File: src/rtl/mesi_line_ctrl.sv
module mesi_line_ctrl #(
  parameter int LINES = 16,
  localparam int IW = (LINES > 1) ? $clog2(LINES) : 1
) (
  input  logic          clk,
  input  logic          rst_n,
  input  logic          icache_mode,
  input  logic          cpu_valid,
  input  logic          cpu_write,
  input  logic [IW-1:0] cpu_idx,
  input  logic          cpu_hit,
  input  logic          wb_sel,
  input  logic          fill_ok,
  input  logic          snp_valid,
  input  logic [IW-1:0] snp_idx,
  input  logic          snp_hit,
  input  logic          snp_inv,
  output logic          acc_done_o,
  output logic [1:0]    acc_state_o,
  output logic          ext_write_o,
  output logic          snp_done_o,
  output logic [1:0]    snp_state_o,
  output logic          snp_wb_o
);

  localparam logic [1:0] ST_I = 2'b00;
  localparam logic [1:0] ST_S = 2'b01;
  localparam logic [1:0] ST_E = 2'b10;
  localparam logic [1:0] ST_M = 2'b11;

  logic [1:0] st_q [LINES];

  logic [1:0] snp_cur, snp_nxt, cpu_base, cpu_res;
  logic       snp_act, cpu_hit_eff, cpu_store, cpu_ext;

  assign snp_cur     = st_q[snp_idx];
  assign snp_act     = snp_valid && snp_hit && (snp_cur != ST_I);
  assign snp_nxt     = snp_inv ? ST_I : ST_S;
  assign cpu_base    = (snp_act && snp_idx == cpu_idx) ? snp_nxt : st_q[cpu_idx];
  assign cpu_hit_eff = cpu_hit && (cpu_base != ST_I);

  always_comb begin
    cpu_res   = ST_I;
    cpu_store = 1'b0;
    cpu_ext   = 1'b0;
    if (!cpu_write) begin
      if (cpu_hit_eff) begin
        cpu_res = cpu_base;
      end else if (fill_ok) begin
        cpu_res   = (wb_sel && !icache_mode) ? ST_E : ST_S;
        cpu_store = 1'b1;
      end
    end else if (icache_mode) begin
      cpu_res = cpu_hit_eff ? cpu_base : ST_I;
    end else if (cpu_hit_eff) begin
      cpu_store = 1'b1;
      if (cpu_base == ST_S) begin
        cpu_ext = 1'b1;
        cpu_res = wb_sel ? ST_E : ST_S;
      end else begin
        cpu_res = ST_M;
      end
    end else begin
      cpu_ext = 1'b1;
    end
  end

  always_ff @(posedge clk) begin
    if (!rst_n) begin
      for (int i = 0; i < LINES; i++) st_q[i] <= ST_I;
      acc_done_o  <= 1'b0;
      acc_state_o <= ST_I;
      ext_write_o <= 1'b0;
      snp_done_o  <= 1'b0;
      snp_state_o <= ST_I;
      snp_wb_o    <= 1'b0;
    end else begin
      if (snp_act) st_q[snp_idx] <= snp_nxt;
      if (cpu_valid && cpu_store) st_q[cpu_idx] <= cpu_res;
      acc_done_o  <= cpu_valid;
      acc_state_o <= cpu_valid ? cpu_res : ST_I;
      ext_write_o <= cpu_valid && cpu_ext;
      snp_done_o  <= snp_valid;
      snp_state_o <= snp_valid ? (snp_act ? snp_nxt : snp_cur) : ST_I;
      snp_wb_o    <= snp_act && (snp_cur == ST_M);
    end
  end

  assert_rdhit_R2: assert property (@(posedge clk) disable iff (!rst_n)
    $past(cpu_valid && !cpu_write && cpu_hit_eff) |-> (acc_state_o == $past(cpu_base)) && !ext_write_o);

  assert_wrhit_owned_R5: assert property (@(posedge clk) disable iff (!rst_n)
    $past(cpu_valid && cpu_write && !icache_mode && cpu_hit_eff && cpu_base[1]) |-> (acc_state_o == ST_M) && !ext_write_o);

  assert_wrmiss_R7: assert property (@(posedge clk) disable iff (!rst_n)
    $past(cpu_valid && cpu_write && !icache_mode && !cpu_hit_eff) |-> ext_write_o && (acc_state_o == ST_I));

  assert_icache_fill_R10: assert property (@(posedge clk) disable iff (!rst_n)
    $past(cpu_valid && icache_mode && !cpu_write && !cpu_hit_eff && fill_ok) |-> (acc_state_o == ST_S));

  assert_icache_nowrite_R10: assert property (@(posedge clk) disable iff (!rst_n)
    $past(cpu_valid && icache_mode) |-> !ext_write_o);

  assert_wb_with_snoop_R8: assert property (@(posedge clk) disable iff (!rst_n)
    snp_wb_o |-> snp_done_o && (snp_state_o == ($past(snp_inv) ? ST_I : ST_S)));

  assert_done_follows_R12: assert property (@(posedge clk) disable iff (!rst_n)
    $past(cpu_valid) |-> acc_done_o);

endmodule

File: config.mk
export PLATFORM = sky130hd
export DESIGN_NAME = mesi_line_ctrl
export DESIGN_NICKNAME = d
export VERILOG_FILES = /design/src/rtl/mesi_line_ctrl.sv
export SDC_FILE = /design/constraint.sdc
export NUM_CORES = 1
export LEC_CHECK = 0
export BUFFER_PORTS_ARGS = -buffer_cell sky130_fd_sc_hd__buf_2
export CORE_MARGIN = 8
export CORE_UTILIZATION = 50
export DETAILED_ROUTE_END_ITERATION = 8
export GPL_TIMING_DRIVEN = 1
export PLACE_DENSITY = 0.69
export SYNTH_ARGS = -nofsm -noshare
export SYNTH_HDL_FRONTEND = slang
export SYNTH_SLANG_ARGS = --single-unit
File: constraint.sdc
create_clock -name clk -period 3.5 [get_ports clk]
set_clock_uncertainty 0.05 [all_clocks]
set_input_delay 0.525 -clock clk [delete_from_list [all_inputs] [get_ports clk]]
set_output_delay 0.525 -clock clk [all_outputs]
set_load 0.005 [all_outputs]
==> results of run 1 <==
## registers in the layout (all words and copies together), names as in the netlist
register     flops
st_q            32
acc_state_o      2
snp_state_o      2
acc_done_o       1
ext_write_o      1
snp_done_o       1
snp_wb_o         1
## per-layer routing
| metal | vias up | GRT usage | part of all wire |
|---|---|---|---|
| met5 | - | 0 | 0 |
| met4 | 0 | 0.0922 | 0.030 |
| met3 | 20 | 0.0432 | 0.099 |
| met2 | 114 | 0.310 | 0.49 |
| met1 | 1003 | 0.229 | 0.38 |
| li1 | 965 | - | - |
## power groups by stage
| stage | registers [mW] | logic, mW | clock network, mW |
|---|---|---|---|
| floorplan | 0.545 | 0.131 | 0 |
| global placement | 0.548 | 0.187 | 0 |
| detailed placement | 0.550 | 0.190 | 0 |
| CTS | 0.539 | 0.190 | 0.299 |
| global route | 0.540 | 0.206 | 0.319 |
| finish | 0.539 | 0.190 | 0.300 |
## area by class of cell
type                    count  share of cell area
clock buffers               5              0.0235
clock inverters             3             0.00469
multi-input cells         182               0.470
well taps                  70              0.0299
repair buffers             39              0.0862
flip-flops and latches     40               0.382
inverters                   3             0.00384
## cell families after synthesis
group / Yosys count / synth area share
simple gates: 116 / 0.212
flops: 40 / 0.430
mux: 35 / 0.213
compound gates: 27 / 0.0903
buf+inv: 19 / 0.0408
xor+xnor: 4 / 0.0134
## worst max-delay path: stages
cell and delay (ps):
buf_2 270, mux4_2 580, a22oi_1 160, and3_4 240, a21oi_4 80, mux2i_2 190, o32ai_4 300, buf_12 190
nand4_1 180, o211ai_1 210
## cells in the final DEF, fill, tap and decap left out, types with 2 or more instances in the layout
cell	instances
and2_1	3
clkbuf_8	5
nor2b_1	9
buf_4	11
xor2_1	4
edfxtp_1	32
nor2_1	27
o211ai_1	12
nand4_1	4
nand2_1	36
and3_1	2
and3_4	2
clkinv_2	2
nand2b_1	4
inv_1	3
mux2i_1	17
dfxtp_1	8
nor3b_1	3
nor3_1	4
mux4_2	16
nand3_1	20
buf_12	2
a22oi_1	6
buf_2	26
## stage by stage
stage	hold WS [ps]	cells	power (mW)
finish	341	342	1.03
global route	335	342	1.07
CTS	341	342	1.03
detailed placement	654	334	0.739
global placement	657	334	0.736
floorplan	554	241	0.676
## how the worst max path moves through the flow
stage	startpoint	end	slack (ps)
4_1_cts	snp_idx[0]	st_q[7][0]$_DFFE_PP_	490
2_1_floorplan	snp_idx[1]	st_q[15][1]$_SDFFCE_PN0P_	350
3_3_place_gp	snp_idx[0]	st_q[11][0]$_DFFE_PP_	200
6_report	snp_idx[0]	st_q[7][0]$_DFFE_PP_	500
3_5_place_dp	snp_idx[0]	st_q[7][0]$_DFFE_PP_	170
5_1_grt	snp_idx[0]	st_q[11][0]$_DFFE_PP_	260
==> reports/metrics.yaml, run 1 <==
grt_remaining_overflow: 0
grt_max_degree: 21
firstDrtPassIters: 4
grt_pass1_vias: 2131
place_congestion: 0.869
power.net_switching_mw: 0.284
fp.dieH_um: 88.2
wl_per_cell_um: 19.9
clkSinkCount: 40
synth_area_mm2: 0.00260
viasPerCell: 6.15
cp.required_ps: 3440
die-area_mm2: 0.00778
period_needed_ps: 3000
synth_edf_count: 32
cts_max_level: 2
holdPathEnd: "snp_state_o[1]$_SDFF_PP0_"
cts_buffer_depth: 2
nFillCells: 431
die_w_um: 88.2
yosysWarnings: 0
period_share: 0.858
maxCapViolations: 0
drt_wl_total_um: 6810
finalSetupTns_ps: 0
antenna_found_initial: 0
synth_commonest_cells: "nand2_1, edfxtp_1, nor2_1"
syn_nets: 260
worstMarginPinSlew_ps: 515
grt_usage: 0.189
arrival_ps: 2940
ant_nets: 0
hp-start: "snp_hit"
synth.distinct_cells: 37
ys_seq_area_frac: 0.430
drive_gt1_frac: 0.254
leakage_nw: 1.14
seqCellArea_mm2: 0.00112
r2r-end: "st_q[7][0]$_DFFE_PP_"
async_flop_share: 0
fmax_mhz: 333
ys_top_cells_by_area: "edfxtp_1, mux4_2, mux2i_1, dfxtp_1, nand2_1"
yosysMostFrequentCell: "nand2_1"
pwr_density_cell_mw_per_mm2: 351
p_int_mw: 0.745
clk_pin_slew_ps: 80
reg2reg_depth: 9
num_vias: 2102
final_area_mm2: 0.00293
synth-main-ff-cell: "edfxtp_1"
hold_class: "in2reg"
clock_latency_ps: 300
fin_util: 0.578
numCtsBuffers: 5
grt_pass1_wl_um: 11000
crit_path_end_kind: "flop"
syn_avg_cell_area_um2: 10.8
path_class: "in2reg"
cts_resized: 0
setup_ws_ps: 495
reg2reg_slack_ps: 620
cts_root_buf: "clkbuf_8"
setup_viol: 0
drcViolationCount: 0
start_util: 0.513
antenna_cells: 0
outcome: "complete, no violations"
slew_headroom: 0.654
p_sw_frac: 0.276
multiInputGateArea_mm2: 0.00138
final_nets: 290
power_frac_comb: 0.185
row_count: 26
dpl_cell_area_mm2: 0.00285
dpl.hpwl_um: 5120
rsz0062_at_grt: "no"
synth_cells: 241
clock_power_share: 0.291
ir_worst_vdd_v: 0.000173
cts_tree: "built"
slew_violations: 0
cts_hold_buf: 0
synth-seq-cells: 40
worstSetupStartpointType: "input port"
yosysTopAreaCellShare: 0.369
core_area_mm2: 0.00507
critPathMaxFanout: 16
drt-initial-drc-count: 202
whs_path_depth: 2
dp_slack_ps: 172
cts_setup_buffers: 0
r2r_start: "st_q[3][0]$_DFFE_PP_"
area_delta_synth_final_pct: 12.6
io_pins: 27
power_frac_seq: 0.524
port_buffers: 26
hold_viol: 0
yosys.area.top_type: "edfxtp_1"
Note: power is estimated with default switching activity, not from simulation.
==> run 2, diff against run 1 <==
--- a/config.mk
+++ b/config.mk
@@ -6,11 +6,14 @@
 export NUM_CORES = 1
 export LEC_CHECK = 0
 export BUFFER_PORTS_ARGS = -buffer_cell sky130_fd_sc_hd__buf_2
+export CELL_PAD_IN_SITES_DETAIL_PLACEMENT = 1
+export CELL_PAD_IN_SITES_GLOBAL_PLACEMENT = 1
 export CORE_MARGIN = 8
 export CORE_UTILIZATION = 50
 export DETAILED_ROUTE_END_ITERATION = 8
 export GPL_TIMING_DRIVEN = 1
-export PLACE_DENSITY = 0.69
+export MAX_ROUTING_LAYER = met4
+export PLACE_DENSITY_LB_ADDON = 0.1
 export SYNTH_ARGS = -nofsm -noshare
 export SYNTH_HDL_FRONTEND = slang
 export SYNTH_SLANG_ARGS = --single-unit
==> constraint.sdc (replaced) <==
create_clock -name clk -period 3.9 [get_ports clk]
set_clock_uncertainty 0.05 [all_clocks]
set_input_delay 0.585 -clock clk [delete_from_list [all_inputs] [get_ports clk]]
set_output_delay 0.585 -clock clk [all_outputs]
set_load 0.005 [all_outputs]
==> run 2 against run 1 <==
  * Sequential share of layout area grew 0.73 points
  * Non-clock buffer count shrank 5
  * Sequential power shrank 10%
  * Critical path depth is the same
  * Register-to-register slack gained 300 ps
  * Power shrank 9.1%
  * Cell count shrank 1.5%
  * Critical endpoint is now st_q[11][0]$_DFFE_PP_
  * Via count shrank 2.5%
  * Routed wire length grew 7.5%
==> reports/metrics.yaml, run 2 (synthesized netlist as in run 1, its figures left out) <==
outcome: "complete, no violations"
numCtsBuffers: 5
cts_setup_buffers: 0
area_delta_synth_final_pct: 10.5
slew_violations: 0
worstSetupStartpointType: "input port"
ant_nets: 0
drcViolationCount: 0
fmax_mhz: 306
hold_class: "in2reg"
dpl.hpwl_um: 5470
crit_path_end_kind: "flop"
grt_usage: 0.211
grt_max_degree: 21
wl_per_cell_um: 21.7
maxCapViolations: 0
pwr_density_cell_mw_per_mm2: 325
final_common_cell: "nand2_1"
reg_top3: "st_q (32), acc_state_o (2), snp_state_o (2)"
clkSinkCount: 40
crit_buf_inv: 2
critPathMaxFanout: 17
finalSetupTns_ps: 0
cts_buffer_depth: 2
setup_ws_ps: 631
firstDrtPassIters: 4
worstMarginPinSlew_ps: 580
core_area_mm2: 0.00507
cts_tree: "built"
cts_hold_buf: 0
row_count: 26
path_cells: "buf_2 -> mux4_2 -> a22oi_1 -> and3_4 -> a21oi_4 -> mux2i_2 -> o32ai_4 -> buf_4 -> nand4_1 -> o211ai_1"
cp.required_ps: 3830
drive_gt1_frac: 0.236
io_pins: 27
grt_pass1_wl_um: 11700
top_register: "st_q"
start_util: 0.513
viasPerCell: 6.08
clk_pin_slew_ps: 80
nFillCells: 587
final_nets: 285
period_needed_ps: 3270
leakage_nw: 1.11
cpPeakStageDelay_ps: 560
place_congestion: 0.861
clock_latency_ps: 290
largest_reg_flops: 32
path_class: "in2reg"
drt_wl_total_um: 7320
fp.dieH_um: 88.2
grt_pass1_vias: 2159
num_vias: 2049
setup_viol: 0
ir_worst_vdd_v: 0.000180
slew_headroom: 0.612
period_share: 0.838
port_buffers: 26
cts_resized: 0
hold_viol: 0
arrival_ps: 3190
cp_top_family: "compound AO/OA/AOI/OAI gates"
antenna_found_initial: 0
rsz0062_at_grt: "no"
dp_slack_ps: 324
die-area_mm2: 0.00778
cp_slowest_cell: "mux4_2"
drt-initial-drc-count: 189
cts_root_buf: "clkbuf_8"
grt_remaining_overflow: 0
cts_max_level: 2
die_w_um: 88.2
layout_common_cells: "nand2_1, edfxtp_1, nor2_1"
antenna_cells: 0
[run 2: cell count changes in the layout (fill, tap and decap cells not counted), sizes merged]
cell	previous run	this run
clkinv	3	0
clkbuf	5	8
buf	39	34
[run 2: area by class of cell]
| cell class | instances | area, µm² | area share |
|---|---|---|---|
| timing repair buffer | 34 | 190 | 0.0661 |
| multi-input combinational | 182 | 1380 | 0.479 |
| sequential | 40 | 1120 | 0.390 |
| tap | 70 | 87.6 | 0.0304 |
| inverter | 3 | 11.3 | 0.00391 |
| clock buffer | 8 | 90.1 | 0.0313 |
[run 2: per-stage QoR]
| stage | utilization | total power, mW | cells | hold slack, ps | cell area [µm²] |
|---|---|---|---|---|---|
| final | 0.567 | 0.935 | 337 | 414 | 2880 |
| after floorplan | - | 0.607 | 241 | 614 | 2610 |
| after detailed placement | 0.549 | 0.656 | 329 | 729 | 2790 |
| after global placement | 0.549 | 0.653 | 329 | 730 | 2790 |
| after CTS | 0.567 | 0.942 | 337 | 415 | 2880 |
| after global routing | 0.567 | 0.982 | 337 | 410 | 2880 |
[run 2: final timing paths]
path	start	to	slack [ps]	cells after the start
worst min-delay path	snp_hit	snp_state_o[1]$_SDFF_PP0_	410	2
worst max-delay path	snp_idx[0]	st_q[11][0]$_DFFE_PP_	630	10
worst min register to register	st_q[8][1]$_SDFFCE_PN0P_	snp_state_o[1]$_SDFF_PP0_	950	4
worst max register to register	st_q[3][1]$_SDFFCE_PN0P_	st_q[11][0]$_DFFE_PP_	920	9
[run 2: worst register-to-register path, cell delays in order, from the launching register on]
cell      delay, ps
edfxtp_1        420
mux4_2          490
a22oi_1         210
and3_4          250
a21oi_4          90
mux2i_2         200
o32ai_4         260
buf_4           260
nand4_1         200
o211ai_1        220
[run 2: metal layers]
layer,track usage,up-vias,wire (µm)
met5,-,-,0
met4,0.0783,0,97
met3,0.0394,6,615
met2,0.329,77,3560
met1,0.265,1014,3050
li1,-,952,-
[run 2: report_power, final]
part | switching, mW | internal [mW] | total [mW]
Clock | 0.144 | 0.144 | 0.288
Combinational | 0.0983 | 0.0645 | 0.163
Sequential | 0.00863 | 0.475 | 0.484
Total | 0.251 | 0.684 | 0.935
==> run 3, diff against run 2 <==
--- a/config.mk
+++ b/config.mk
@@ -9,7 +9,7 @@
 export CELL_PAD_IN_SITES_DETAIL_PLACEMENT = 1
 export CELL_PAD_IN_SITES_GLOBAL_PLACEMENT = 1
 export CORE_MARGIN = 8
-export CORE_UTILIZATION = 50
+export CORE_UTILIZATION = 42
 export DETAILED_ROUTE_END_ITERATION = 8
 export GPL_TIMING_DRIVEN = 1
 export MAX_ROUTING_LAYER = met4
==> constraint.sdc (replaced) <==
create_clock -name clk -period 3 [get_ports clk]
set_clock_uncertainty 0.05 [all_clocks]
set_input_delay 0.45 -clock clk [delete_from_list [all_inputs] [get_ports clk]]
set_output_delay 0.45 -clock clk [all_outputs]
set_load 0.005 [all_outputs]
==> run 3 against run 2 <==
  * Largest power group unchanged
  * Via count up 7.5%
  * Design area up 10%
  * Core utilization down 3.4 points
  * Cell count up 9.5%
  * Combinational power up 61%
  * Power up 43%
  * Register-to-register slack worse by 750 ps
  * Sequential share of layout area down 3.6 points
  * Highest routed layer unchanged
  * Critical path depth down 1
  * Die area up 15%
==> reports/metrics.yaml, run 3 (synthesized netlist as in run 1, its figures left out) <==
pwr_density_cell_mw_per_mm2: 420
ir_worst_vdd_v: 0.000212
arrival_ps: 2760
final_common_cell: "nand2_1"
antenna_cells: 0
die_w_um: 94.8
grt_usage: 0.195
slew_headroom: 0.590
antenna_found_initial: 0
clk_pin_slew_ps: 80
setup_ws_ps: 169
cts_buffer_depth: 2
dpl.hpwl_um: 6370
nFillCells: 681
grt_pass1_wl_um: 12900
dp_slack_ps: -184
numCtsBuffers: 5
use_met3: 0.0357
hold_class: "in2reg"
setup_viol: 0
maxCapViolations: 0
drt_wl_total_um: 8010
worstSetupStartpointType: "flop"
path_class: "reg2reg"
period_share: 0.944
outcome: "complete, no violations"
place_congestion: 0.831
worstMarginPinSlew_ps: 610
cts_root_buf: "clkbuf_8"
hold_viol: 0
largest_reg_flops: 32
crit_path_end_kind: "flop"
viasPerCell: 5.97
layout_common_cells: "nand2_1, edfxtp_1, buf_4"
holdWs_ps: 272
fin_util: 0.533
critPathMaxFanout: 16
wl_per_cell_um: 21.7
die-area_mm2: 0.00898
finalSetupTns_ps: 0
firstDrtPassIters: 4
final_area_mm2: 0.00317
core_area_mm2: 0.00596
start_util: 0.437
drive_gt1_frac: 0.310
use_met1: 0.232
grt_max_degree: 18
rsz0062_at_grt: "no"
slew_violations: 0
use_met2: 0.324
leakage_nw: 1.27
ant_nets: 0
fmax_mhz: 353
drcViolationCount: 0
dpl_cell_area_mm2: 0.00306
cp.required_ps: 2930
grt_pass1_vias: 2392
port_buffers: 26
clock_latency_ps: 290
cts_tree: "built"
reg_top3: "st_q (32), acc_state_o (2), snp_state_o (2)"
period_needed_ps: 2830
grt-busiest-layer: "met2"
row_count: 28
fp.dieH_um: 94.8
drt-initial-drc-count: 93
clkSinkCount: 40
io_pins: 27
cts_max_level: 2
area_delta_synth_final_pct: 21.8
final_nets: 312
num_vias: 2203
top_register: "st_q"
grt_remaining_overflow: 0
-- run 3: cell count changes in the layout (fill, tap and decap cells not counted), sizes merged --
cell / before / now
buf: 34 / 60
bufinv: 0 / 1
clkinv: 0 / 1
clkbuf: 8 / 7
-- run 3: repair_timing --
item	in CTS	in global routing
endpoints found under the setup margin	0	1
gates resized for setup	0	1
buffers inserted	0	0
hold buffers	0	0
-- run 3: per-stage QoR --
stage,cells,power [mW]
after global routing,369,1.38
after floorplan,241,0.792
final,369,1.33
after detailed placement,361,0.903
after CTS,369,1.34
after global placement,361,0.899
-- run 3: area by class of cell --
type	count	area, µm²	share of cell area
Tap cell	75	93.8	0.0296
Timing Repair Buffer	61	445	0.140
Inverter	3	11.3	0.00355
Clock buffer	6	72.6	0.0229
Clock inverter	2	35.0	0.0110
Multi-Input combinational cell	182	1390	0.439
Sequential cell	40	1120	0.353
-- run 3: per-layer routing --
layer	vias up	share of wire
li1	1005	-
met1	1110	0.42
met2	71	0.49
met3	17	0.060
met4	0	0.023
met5	-	0
-- run 3: path summary, 6_finish.rpt --
kind / endpoint / startpoint / slack [ps] / cells after the start
min reg2reg: snp_state_o[1]$_SDFF_PP0_ / st_q[8][1]$_SDFFCE_PN0P_ / 1100 / 5
min: snp_state_o[1]$_SDFF_PP0_ / snp_hit / 270 / 2
max reg2reg: st_q[15][1]$_SDFFCE_PN0P_ / st_q[2][0]$_DFFE_PP_ / 170 / 9
max: st_q[15][1]$_SDFFCE_PN0P_ / st_q[2][0]$_DFFE_PP_ / 170 / 9
-- run 3: power breakdown --
| part | switching, mW | internal [mW] | total [mW] |
|---|---|---|---|
| logic | 0.143 | 0.119 | 0.262 |
| clock network | 0.195 | 0.247 | 0.442 |
| registers | 0.0118 | 0.618 | 0.629 |
| total | 0.349 | 0.984 | 1.33 |
-- run 3: critical path, stage by stage, from the launching register on --
cell and delay (ps):
edfxtp_1 410, mux4_2 490, a22oi_1 210, and3_4 230
a21oi_4 70, mux2i_4 190, o32ai_4 300, buf_12 180
nand4_1 180, o211ai_1 200
